[src/rtl/trim_pkg.sv]
package trim_pkg;
    localparam int NCH      = 4;
    localparam int NPOT     = 2;
    localparam int NCMP     = NCH - NPOT;
    localparam int NREG     = 4;
    localparam int W        = 8;
    localparam int WIPER_W  = 6;
    localparam int CH_W     = $clog2(NCH);
    localparam int REG_W    = $clog2(NREG);
    localparam int BIT_W    = $clog2(W);
    localparam logic [3:0] TYPE_CODE = 4'b0101;
    localparam logic [W-1:0] POT_MASK = 8'h3F;
    localparam logic [W-1:0] CMP_MASK = 8'h3F;

    localparam logic [3:0] OP_RD_CTRL = 4'b1001;
    localparam logic [3:0] OP_WR_CTRL = 4'b1010;
    localparam logic [3:0] OP_RD_DATA = 4'b1011;
    localparam logic [3:0] OP_WR_DATA = 4'b1100;
    localparam logic [3:0] OP_D2C     = 4'b1101;
    localparam logic [3:0] OP_C2D     = 4'b1110;

    typedef enum logic [2:0] {
        PH_ID, PH_CMD, PH_WDATA, PH_RDATA, PH_SKIP
    } phase_t;

    typedef struct packed {
        logic [3:0]       op;
        logic [REG_W-1:0] ridx;
        logic [CH_W-1:0]  ch;
    } cmd_t;

    typedef struct packed {
        logic             en;
        logic             to_ctrl;
        logic [CH_W-1:0]  ch;
        logic [REG_W-1:0] ridx;
        logic [W-1:0]     d;
    } wr_req_t;

    function automatic logic id_match(input logic [W-1:0] b, input logic [1:0] pins);
        return (b[7:4] == TYPE_CODE) && (b[3:2] == 2'b00) && (b[1:0] == pins);
    endfunction

    function automatic logic [W-1:0] ctrl_mask(input logic [CH_W-1:0] ch);
        return (int'(ch) < NPOT) ? POT_MASK : CMP_MASK;
    endfunction
endpackage

[src/rtl/trim_spi_link.sv]
module trim_spi_link
    import trim_pkg::*;
(
    input  logic         clk,
    input  logic         rst,
    input  logic         cs_n,
    input  logic         sck,
    input  logic         mosi,
    output logic         byte_vld,
    output logic [W-1:0] byte_data,
    output logic         sck_fall
);
    logic             sck_q;
    logic [BIT_W-1:0] bit_cnt;
    logic [W-2:0]     shreg;
    logic             sck_rise;

    assign sck_rise = !cs_n && sck && !sck_q;
    assign sck_fall = !cs_n && !sck && sck_q;

    always_ff @(posedge clk) begin
        if (rst) begin
            sck_q     <= 1'b0;
            bit_cnt   <= '0;
            shreg     <= '0;
            byte_vld  <= 1'b0;
            byte_data <= '0;
        end else begin
            sck_q    <= sck;
            byte_vld <= 1'b0;
            if (cs_n) begin
                bit_cnt <= '0;
            end else if (sck_rise) begin
                shreg   <= {shreg[W-3:0], mosi};
                bit_cnt <= bit_cnt + 1'b1;
                if (bit_cnt == BIT_W'(W-1)) begin
                    byte_vld  <= 1'b1;
                    byte_data <= {shreg, mosi};
                end
            end
        end
    end

    assert_cnt_clear_R1: assert property (@(posedge clk) disable iff (rst)
        cs_n |=> (bit_cnt == '0));
    assert_vld_pulse_R1: assert property (@(posedge clk) disable iff (rst)
        byte_vld |=> !byte_vld);
endmodule

[src/rtl/trim_regfile.sv]
module trim_regfile
    import trim_pkg::*;
(
    input  logic                              clk,
    input  logic                              rst,
    input  wr_req_t                           wr,
    input  logic [CH_W-1:0]                   rd_ch,
    input  logic [REG_W-1:0]                  rd_idx,
    output logic [W-1:0]                      rd_ctrl,
    output logic [W-1:0]                      rd_data,
    output logic [NCH-1:0][W-1:0]             ctrl_q
);
    logic [NCH-1:0][NREG-1:0][W-1:0] data_q;

    for (genvar c = 0; c < NCH; c++) begin : g_ch
        always_ff @(posedge clk) begin
            if (rst) begin
                ctrl_q[c] <= '0;
                data_q[c] <= '0;
            end else if (wr.en && wr.ch == CH_W'(c)) begin
                if (wr.to_ctrl)
                    ctrl_q[c] <= wr.d & ctrl_mask(CH_W'(c));
                else
                    data_q[c][wr.ridx] <= wr.d;
            end
        end

        assert_ctrl_top_zero_R5: assert property (@(posedge clk) disable iff (rst)
            ctrl_q[c][7:6] == 2'b00);
    end

    assign rd_ctrl = ctrl_q[rd_ch];
    assign rd_data = data_q[rd_ch][rd_idx];

    assert_hold_R9: assert property (@(posedge clk) disable iff (rst)
        !wr.en |=> ($stable(ctrl_q) && $stable(data_q)));
endmodule

[src/rtl/trim_cmd_port.sv]
module trim_cmd_port
    import trim_pkg::*;
(
    input  logic                      clk,
    input  logic                      rst,
    input  logic [1:0]                addr_pins,
    input  logic                      cs_n,
    input  logic                      sck,
    input  logic                      mosi,
    output logic                      sdo,
    output logic                      sdo_oe,
    output logic [NPOT-1:0][WIPER_W-1:0] wiper,
    output logic [NCMP-1:0]           cmp_pwr,
    output logic [NCMP-1:0]           cmp_oe,
    output logic [NCMP-1:0]           cmp_latch
);
    logic                 byte_vld;
    logic [W-1:0]         byte_data;
    logic                 sck_fall;
    phase_t               phase;
    cmd_t                 cur, held;
    wr_req_t              wr;
    logic [W-1:0]         rd_ctrl, rd_data, tx;
    logic                 primed;
    logic [NCH-1:0][W-1:0] ctrl_q;

    trim_spi_link u_link (
        .clk(clk), .rst(rst), .cs_n(cs_n), .sck(sck), .mosi(mosi),
        .byte_vld(byte_vld), .byte_data(byte_data), .sck_fall(sck_fall)
    );

    assign cur = cmd_t'(byte_data);

    trim_regfile u_regs (
        .clk(clk), .rst(rst), .wr(wr),
        .rd_ch(cur.ch), .rd_idx(cur.ridx),
        .rd_ctrl(rd_ctrl), .rd_data(rd_data), .ctrl_q(ctrl_q)
    );

    always_comb begin
        wr = '0;
        if (byte_vld && !cs_n) begin
            if (phase == PH_CMD && cur.op == OP_D2C)
                wr = '{en: 1'b1, to_ctrl: 1'b1, ch: cur.ch, ridx: cur.ridx, d: rd_data};
            else if (phase == PH_CMD && cur.op == OP_C2D)
                wr = '{en: 1'b1, to_ctrl: 1'b0, ch: cur.ch, ridx: cur.ridx, d: rd_ctrl};
            else if (phase == PH_WDATA)
                wr = '{en: 1'b1, to_ctrl: (held.op == OP_WR_CTRL), ch: held.ch,
                       ridx: held.ridx, d: byte_data};
        end
    end

    always_ff @(posedge clk) begin
        if (rst || cs_n) begin
            phase  <= PH_ID;
            held   <= '0;
            tx     <= '0;
            primed <= 1'b0;
        end else begin
            if (byte_vld) begin
                unique case (phase)
                    PH_ID:  phase <= id_match(byte_data, addr_pins) ? PH_CMD : PH_SKIP;
                    PH_CMD: begin
                        held <= cur;
                        unique case (cur.op)
                            OP_RD_CTRL: begin phase <= PH_RDATA; tx <= rd_ctrl; primed <= 1'b1; end
                            OP_RD_DATA: begin phase <= PH_RDATA; tx <= rd_data; primed <= 1'b1; end
                            OP_WR_CTRL, OP_WR_DATA: phase <= PH_WDATA;
                            default: phase <= PH_SKIP;
                        endcase
                    end
                    default: phase <= PH_SKIP;
                endcase
            end else if (sck_fall && phase == PH_RDATA) begin
                if (primed) primed <= 1'b0;
                else        tx     <= {tx[W-2:0], 1'b0};
            end
        end
    end

    assign sdo    = tx[W-1];
    assign sdo_oe = !cs_n && (phase == PH_RDATA);

    for (genvar p = 0; p < NPOT; p++) begin : g_pot
        assign wiper[p] = ctrl_q[p][WIPER_W-1:0];
    end
    for (genvar c = 0; c < NCMP; c++) begin : g_cmp
        assign cmp_pwr[c]   = ctrl_q[NPOT+c][0];
        assign cmp_oe[c]    = ctrl_q[NPOT+c][1];
        assign cmp_latch[c] = ctrl_q[NPOT+c][2];
    end

    assert_idle_after_cs_R3: assert property (@(posedge clk) disable iff (rst)
        cs_n |=> (phase == PH_ID));
    assert_reject_nowrite_R2: assert property (@(posedge clk) disable iff (rst)
        (phase == PH_SKIP) |-> !wr.en);
    assert_read_hold_R6: assert property (@(posedge clk) disable iff (rst)
        (phase == PH_RDATA && !sck_fall && !byte_vld && !cs_n) |=> $stable(sdo));
    assert_single_write_R10: assert property (@(posedge clk) disable iff (rst)
        (wr.en && !cs_n) |=> (phase == PH_SKIP));
endmodule

[config.mk]
export PLATFORM = sky130hd
export DESIGN_NAME = trim_cmd_port
export DESIGN_NICKNAME = d
export VERILOG_FILES = /design/src/rtl/trim_pkg.sv /design/src/rtl/trim_spi_link.sv /design/src/rtl/trim_regfile.sv /design/src/rtl/trim_cmd_port.sv
export SDC_FILE = /design/constraint.sdc
export NUM_CORES = 1
export LEC_CHECK = 0
export BUFFER_PORTS_ARGS = -buffer_cell sky130_fd_sc_hd__buf_2
export CORE_UTILIZATION = 37
export DETAILED_ROUTE_END_ITERATION = 10
export GPL_ROUTABILITY_DRIVEN = 0
export PLACE_DENSITY = 0.61
export SYNTH_ARGS = -nofsm -noshare
export SYNTH_HDL_FRONTEND = slang
export SYNTH_SLANG_ARGS = --single-unit
export TNS_END_PERCENT = 30
[constraint.sdc]
create_clock -name clk -period 3.65 [get_ports clk]
set_input_delay 0.365 -clock clk [delete_from_list [all_inputs] [get_ports clk]]
set_output_delay 0.365 -clock clk [all_outputs]
set_load 0.03 [all_outputs]
# ---- After elaboration in Yosys (flattened, before gate mapping)
# Index checks and enable logic that the tools add are counted.
dict set report totals {
  elab_cells 129
  latch_bits 0
  inputBits 7
  mem_count 0
  rom_bits 0
  reg_bits 192
  mem_bits_rw 0
}
dict set report classes {
  muxes 29
  div 0
  n_lt_le_gt_ge 4
  n_shift 0
  n_bitwise 3
  mul 0
  n_reduce_logical 41
  add_sub_neg 1
  n_eq_ne 20
}
# cell n
set op_table {}
lappend op_table {{32-bit bitwise mux} 4}
lappend op_table {{32-bit binary-select mux with 2-bit select} 1}
lappend op_table {{14-bit two-way mux} 4}
lappend op_table {{8-bit two-way mux} 7}
lappend op_table {{8-bit binary-select mux with 2-bit select} 2}
lappend op_table {{32-bit two-way mux} 1}
lappend op_table {{4-bit equality test (second input constant)} 7}
lappend op_table {{2-bit AND reduction} 10}
lappend op_table {{8-bit demux with 2-bit select} 1}
lappend op_table {{1-bit logical AND} 16}
lappend op_table {{8-bit one-hot mux with 2 select lines} 1}
lappend op_table {{3-bit one-hot mux with 2 select lines} 2}
lappend op_table {{2-bit by 3-bit < comparator with 1-bit output (second input constant)} 3}
lappend op_table {{3-bit by 2-bit equality test with 1-bit output (second input constant)} 2}
lappend op_table {{3-bit AND reduction} 2}
lappend op_table {{2-bit OR reduction} 3}
lappend op_table {{1-bit two-way mux} 5}
lappend op_table {{2-bit equality test (second input constant)} 2}
lappend op_table {{4-bit by 3-bit equality test with 1-bit output (second input constant)} 1}
lappend op_table {{2-bit zero test} 2}
lappend op_table {{2-bit inequality test (second input constant)} 2}
lappend op_table {{4-bit AND reduction} 1}
lappend op_table {{3-bit by 1-bit adder with 3-bit output (second input constant)} 1}
lappend op_table {{3-bit by 1-bit equality test with 1-bit output (second input constant)} 1}
lappend op_table {{other kinds (13)} 17}

# ---- Longest topological paths before layout
dict set report logic_depth {
  depth_word 11
  depth_mapped 10
  ltp_nobuf 6
}

# ---- By module
# From an unflattened synthesis, not the netlist that was laid out.
dict set report hier_totals {
  hier_cells 1057
  area_unflattened_um2 9097.5
}
# mod area_per_inst_um2 n_inst seq_area_each_um2 cells_per_inst
set modules_own_cells {}
lappend modules_own_cells {trim_regfile 7046.8 1 3042.9 802}
lappend modules_own_cells {trim_cmd_port 1265.0 1 400.4 169}
lappend modules_own_cells {trim_spi_link 785.8 1 400.4 86}

# ---- Worst setup path before layout
# Ideal clock, no wire load.
dict set report synth_path {
  path_type {reg2reg}
  startpoint {register phase[1]}
  endpoint {register tx[4]}
  path_stages_with_launch 9
  synth_period_minus_slack_ns 2.833
  n_path_buf 2
  t_required_ns 3.530
  t_arrival_ns 2.713
  slack_ns 0.817
  path_cell_list {dfxtp_1 -> buf_2 -> nor4bb_1 -> nand3_1 -> o21bai_1 -> clkbuf_1 -> nand2_1 -> o211ai_1 -> a21oi_1}
}
dict set report synth_via {
  elab_chain_cells 4
}
# item line_no
set synth_lines {}
lappend synth_lines {{start, declared} trim_cmd_port.sv:20} ;# phase_t phase;
lappend synth_lines {{start signal, assigned} trim_cmd_port.sv:62} ;# PH_ID: phase <= id_match(byte_data, addr_pins) ? PH_CMD : PH_SKIP;
lappend synth_lines {{3-bit by 2-bit equality test with 1-bit output} trim_cmd_port.sv:74} ;# end else if (sck_fall && phase == PH_RDATA) begin
lappend synth_lines {{1-bit logical AND} trim_cmd_port.sv:74}
lappend synth_lines {{2-bit nonzero test (no line)} n/a}
lappend synth_lines {{4-bit AND reduction (no line) (*)} n/a}
lappend synth_lines {{end signal, assigned} trim_cmd_port.sv:76} ;# else tx <= {tx[W-2:0], 1'b0};
lappend synth_lines {{end, declared} trim_cmd_port.sv:23} ;# logic [W-1:0] rd_ctrl, rd_data, tx;
# Mark *: on every way between the ends. The rest lies on a longest branch, timed or not.
# A chain may end at the register's enable or synchronous reset.

# ---- Worst setup path in the final report
dict set report layout_path {
  startpoint {register u_link.byte_vld}
  endpoint {register u_regs.data_q[39] in the netlist's numbering}
}
dict set report layout_via {
  elab_chain_cells 7
}
# item line_no
set layout_lines {}
lappend layout_lines {{start, declared} trim_spi_link.sv:9} ;# output logic byte_vld,
lappend layout_lines {{start signal, assigned} trim_spi_link.sv:26} ;# byte_vld <= 1'b0;
lappend layout_lines {{start signal, assigned} trim_spi_link.sv:30} ;# byte_vld <= 1'b0;
lappend layout_lines {{start signal, assigned} trim_spi_link.sv:37} ;# byte_vld <= 1'b1;
lappend layout_lines {{1-bit logical AND (*)} trim_cmd_port.sv:42} ;# if (byte_vld && !cs_n) begin
lappend layout_lines {{14-bit two-way mux (*)} trim_cmd_port.sv:42}
lappend layout_lines {{2-bit by 3-bit < comparator with 1-bit output (implied by the code) / 2-bit by 1-bit >= comparator with 1-bit output (equally long branches)} trim_regfile.sv:24} ;# data_q[c][wr.ridx] <= wr.d;
lappend layout_lines {{1-bit logical AND (implied by the code)} trim_regfile.sv:24}
lappend layout_lines {{8-bit two-way mux (implied by the code)} trim_regfile.sv:24}
lappend layout_lines {{8-bit demux with 2-bit select} n/a}
lappend layout_lines {{32-bit bitwise mux} trim_regfile.sv:24}
lappend layout_lines {{end signal, assigned by index} trim_regfile.sv:24}
lappend layout_lines {{end, declared} trim_regfile.sv:13} ;# logic [NCH-1:0][NREG-1:0][W-1:0] data_q;
# Marks and branches as above.

==> results.env <==
LAYOUT-DRIVE-GT1-SHARE_PCT=17.4
WORST_SLEW_PIN_SLEW_NS=1.08
ELEMENT_TYPE_AT_THE_CRITICAL_PATH_START='flip-flop'
ACHIEVABLE-FREQUENCY_MHz=331
FINALHOLDWORSTSLACK_NS=0.178
RSZ0062_AT_GRT='no'
TRITONCTS_NUM_SINKS=192
TIMING_WORST_SETUP_PATH_TYPE='reg2reg'
CTS-ROOT-TO-SINK-BUFFERS=2
POST_SYNTHESIS_CELL_COUNT=905
SYNTH_ASYNC_SR_FLOP_SHARE_PCT=0
CHIPWIDTH_UM=158
DIE_AREA_UM2=25000
CRIT_PATH_END_KIND='flip-flop'
INSTANCES_NO_FILL=1221
CTS-HOLD-FIX-BUFFERS=0
DRTPASS1ITERATIONS=5
POST_CTS_RESIZED=0
SYN_AREA_PER_CELL_UM2=9.95
CRIT_PATH_MOST_REPEATED_CELL='sky130_fd_sc_hd__nor2_1'
DRT-INITIAL-DRC-COUNT=591
POWER.LEAKAGE_uW=0.00322
POWER.IR.VDD_WORST_mV=0.269
HTREE_NUM_LEVELS=4
ANT_DIODES=0
FINAL_MIN_PERIOD_OVER_CLOCK_PERIOD_PCT=82.8
MAXSLEWHEADROOM_PCT=27.2
PLACEABLECOREAREA_UM2=23700
HOLD_VIOL=0
STATUS='finished clean'
DIE-HEIGHT_UM=158
USE_MET2_PCT=30.3
WORSTSETUPSTARTPOINT='u_link.byte_vld'
NUMBER_OF_NETS_IN_THE_FINAL_LAYOUT=898
DETAILED_PLACE_HPWL_UM=15500
IOS=27
SYNTH.FF_LATCH_COUNT=192
RELATIVE_AREA_CHANGE_FROM_SYNTHESIS_TO_FINAL_LAYOUT_PCT=9.98
GRT_REMAINING_OVERFLOW=0
SYN_NETS=914
SETUP_VIOL=0
CTS_SETUP_BUFFERS=0
LONGEST_INDIVIDUAL_STAGE_DELAY_ON_THE_WORST_PATH_NS=0.90
MAXIMUM_NUMBER_OF_PINS_ON_ONE_NET_BEFORE_GLOBAL_ROUTE_REPAIR=94
SLEW_VIOLATIONS=0
SYN_AREA_UM2=9000
CLOCK_TREE.ROOT_CELL='sky130_fd_sc_hd__clkbuf_16'
WORST_HOLD_PATH_TYPE='in2reg'
REG2REG_SETUP_SLACK_NS=0.63
CRITICAL_PATH_AT_NS=3.31
PATH_MAX_FANOUT=14
ROUTED_WL_UM=23000
GRT_UTIL_MET1_PCT=26.8
EDFF_COUNT_SYNTH=0
NUMPLACEDINSTANCES=1189
POWER_DENSITY_nW_PER_UM2=398
FLOORPLAN.ROWS=56
FINISH.UTILIZATION_PCT=41.8
CRITICAL_PATH_REQUIRED_NS=3.94
CPMAXSTAGEDELAYCELL='sky130_fd_sc_hd__nor4_4'
SEQ_AREA_FRAC_SYNTH_PCT=42.7
POST-ROUTE-DRC-COUNT=0
GRT_ANTENNA_BEFORE_REPAIR=0
MOST_UTILIZED_LAYER_IN_THE_GLOBAL_ROUTE_RESULT='met2'
NUM_VIAS=6772
CP_CELL_SEQUENCE='inv_1 > nor2_1 > nand3_2 > nor4_4 > mux2i_1 > nor2_1'
SYNTH.LIB_CELLS_USED.DISTINCT=69
NUMBER_OF_MAX_CAP_VIOLATIONS=0
AVGVIACOUNTPERCELL=5.55
CTS_TREE='built'
REGTOREGSTARTPOINT='u_link.byte_vld'
TNS_NS=0
GRT_PASS1_WL_UM=36400
CRITICAL_PATH.ENDPOINT='u_regs.data_q[39]'
GRT_USE_MET3_PCT=3.34
SYNTH_WARNINGS=0
POST-ROUTE-MIN-PERIOD_NS=3.02
WORSTREG2REGEND='u_regs.data_q[39]'
REG2REG_DEPTH=6
DETAIL-ROUTE-ANTENNA-NETS=0
GRT_PASS1_VIAS=6347
ROUTED_WIRELENGTH_NORMALIZED_BY_INSTANCE_COUNT_UM=18.8
SYNTH_FLOP_CELL='sky130_fd_sc_hd__dfxtp_1'
CLOCK_PIN_SLEW_WORST_SETUP_AND_HOLD_PATHS_NS=0.07
BUFFER_PORTS.INSERTED=26
STARTING_UTILIZATION_OF_THE_CORE_AREA_PCT=38.0
CTS_BUFFER_COUNT=17
CLK-INSERTION-DELAY-LATE_NS=0.44
MAX_CLOCK_SKEW_NS=0.0119
GRT_USE_TOTAL_PCT=19.2
state kept, by name (all words and copies together) (netlist names), 3 cells and up:
| signal | count |
|---|---|
| tx | 8 |
| u_regs.ctrl_q | 24 |
| held | 8 |
| u_link.byte_data | 8 |
| u_regs.data_q | 128 |
| u_link.shreg | 7 |
| u_link.bit_cnt | 3 |
| phase | 3 |
per-stage QoR:
step / setup WS [ns] / power, µW / cell area, µm²
2_1_floorplan: 0.817 / 2180 / 9000
3_3_place_gp: 0.711 / 2200 / 9340
3_5_place_dp: 0.657 / 2200 / 9340
6_report: 0.628 / 3940 / 9900
4_1_cts: 0.605 / 3980 / 9900
5_1_grt: 0.323 / 4050 / 9900
cell usage after synthesis (14+ instances only):
cell type,instances,area [µm²]
sky130_fd_sc_hd__a211oi_1,67,503
sky130_fd_sc_hd__a21oi_1,42,210
sky130_fd_sc_hd__a32o_1,16,160
sky130_fd_sc_hd__buf_2,21,105
sky130_fd_sc_hd__buf_4,26,195
sky130_fd_sc_hd__clkbuf_1,45,169
sky130_fd_sc_hd__dfxtp_1,192,3840
sky130_fd_sc_hd__mux2i_1,86,861
sky130_fd_sc_hd__mux4_2,32,721
sky130_fd_sc_hd__nand2_1,52,195
sky130_fd_sc_hd__nand3_1,16,80.1
sky130_fd_sc_hd__nor2_1,159,597
sky130_fd_sc_hd__o21ai_0,14,70.1
worst max-delay path: cells and delay by family (launching register included):
kind                   cells  cell delay, ns
flip-flops                 1            0.61
buffers and inverters      1            0.19
AND/OR/NAND/NOR            4            1.81
multiplexers               1            0.27
power by group:
part | internal [µW] | switching (µW) | total, µW
Combinational | 11.7 | 44.0 | 55.7
Sequential | 2090 | 1.34 | 2100
Clock | 901 | 891 | 1790
cell families after synthesis:
| group | count (synthesis) | synth area share [%] |
|---|---|---|
| and+or+nand+nor | 298 | 17.9 |
| DFF | 192 | 42.7 |
| AOI/OAI and AO/OA | 188 | 15.3 |
| muxes | 119 | 17.7 |
| buffers and inverters | 100 | 5.55 |
| xor gates and xnor gates | 6 | 0.584 |
| adders and majority gates | 2 | 0.278 |
cell usage in the layout (no fill, tap or decap), types with 3 or more instances in the layout:
cell	instances
sky130_fd_sc_hd__nor2_1	159
sky130_fd_sc_hd__inv_1	3
sky130_fd_sc_hd__a22o_1	10
sky130_fd_sc_hd__nor4_4	11
sky130_fd_sc_hd__nor3_1	3
sky130_fd_sc_hd__nor2b_1	4
sky130_fd_sc_hd__buf_4	36
sky130_fd_sc_hd__mux2i_1	86
sky130_fd_sc_hd__clkinv_4	4
sky130_fd_sc_hd__nand3_1	16
sky130_fd_sc_hd__a32o_1	16
sky130_fd_sc_hd__a211oi_1	67
sky130_fd_sc_hd__clkbuf_16	17
sky130_fd_sc_hd__nor4bb_1	3
sky130_fd_sc_hd__a2111oi_0	3
sky130_fd_sc_hd__o21ai_0	14
sky130_fd_sc_hd__clkinvlp_4	3
sky130_fd_sc_hd__or2_2	4
sky130_fd_sc_hd__mux4_2	32
sky130_fd_sc_hd__nor3_2	3
sky130_fd_sc_hd__a21oi_1	42
sky130_fd_sc_hd__xor2_1	3
sky130_fd_sc_hd__nor4_1	9
sky130_fd_sc_hd__nand2b_1	3
sky130_fd_sc_hd__a221oi_1	7
sky130_fd_sc_hd__xnor2_1	3
sky130_fd_sc_hd__nand2_1	52
sky130_fd_sc_hd__buf_2	25
sky130_fd_sc_hd__dfxtp_1	190
sky130_fd_sc_hd__a221o_1	7
sky130_fd_sc_hd__and2_1	6
worst min-delay path by stage:
stage | start | depth (start not counted) | to
2_1_floorplan | u_link.shreg[6] | 2 | u_link.byte_data[7]
3_3_place_gp | held[7] | 2 | held[7]
3_5_place_dp | held[7] | 2 | held[7]
4_1_cts | mosi | 3 | u_link.byte_data[0]
5_1_grt | mosi | 3 | u_link.byte_data[0]
6_report | sck | 2 | u_link.sck_q
layout make-up:
class                   instances  area, µm²
fillers                      2364      13800
repair buffers                 62        415
clock buffers                  19        433
inverters                       3       11.3
clock inverters                13        130
multi-input cells             613       4670
well taps                     319        399
flip-flops and latches        192       3850
per-layer routing:
metal	routed length, µm	vias up	part of all wire (%)
met1	11300	3355	49
met4	379	0	1.6
met3	664	22	2.9
met2	10600	120	46
met5	0	-	0
li1	-	3275	-
No activity file was read; power rests on OpenSTA's default activity.
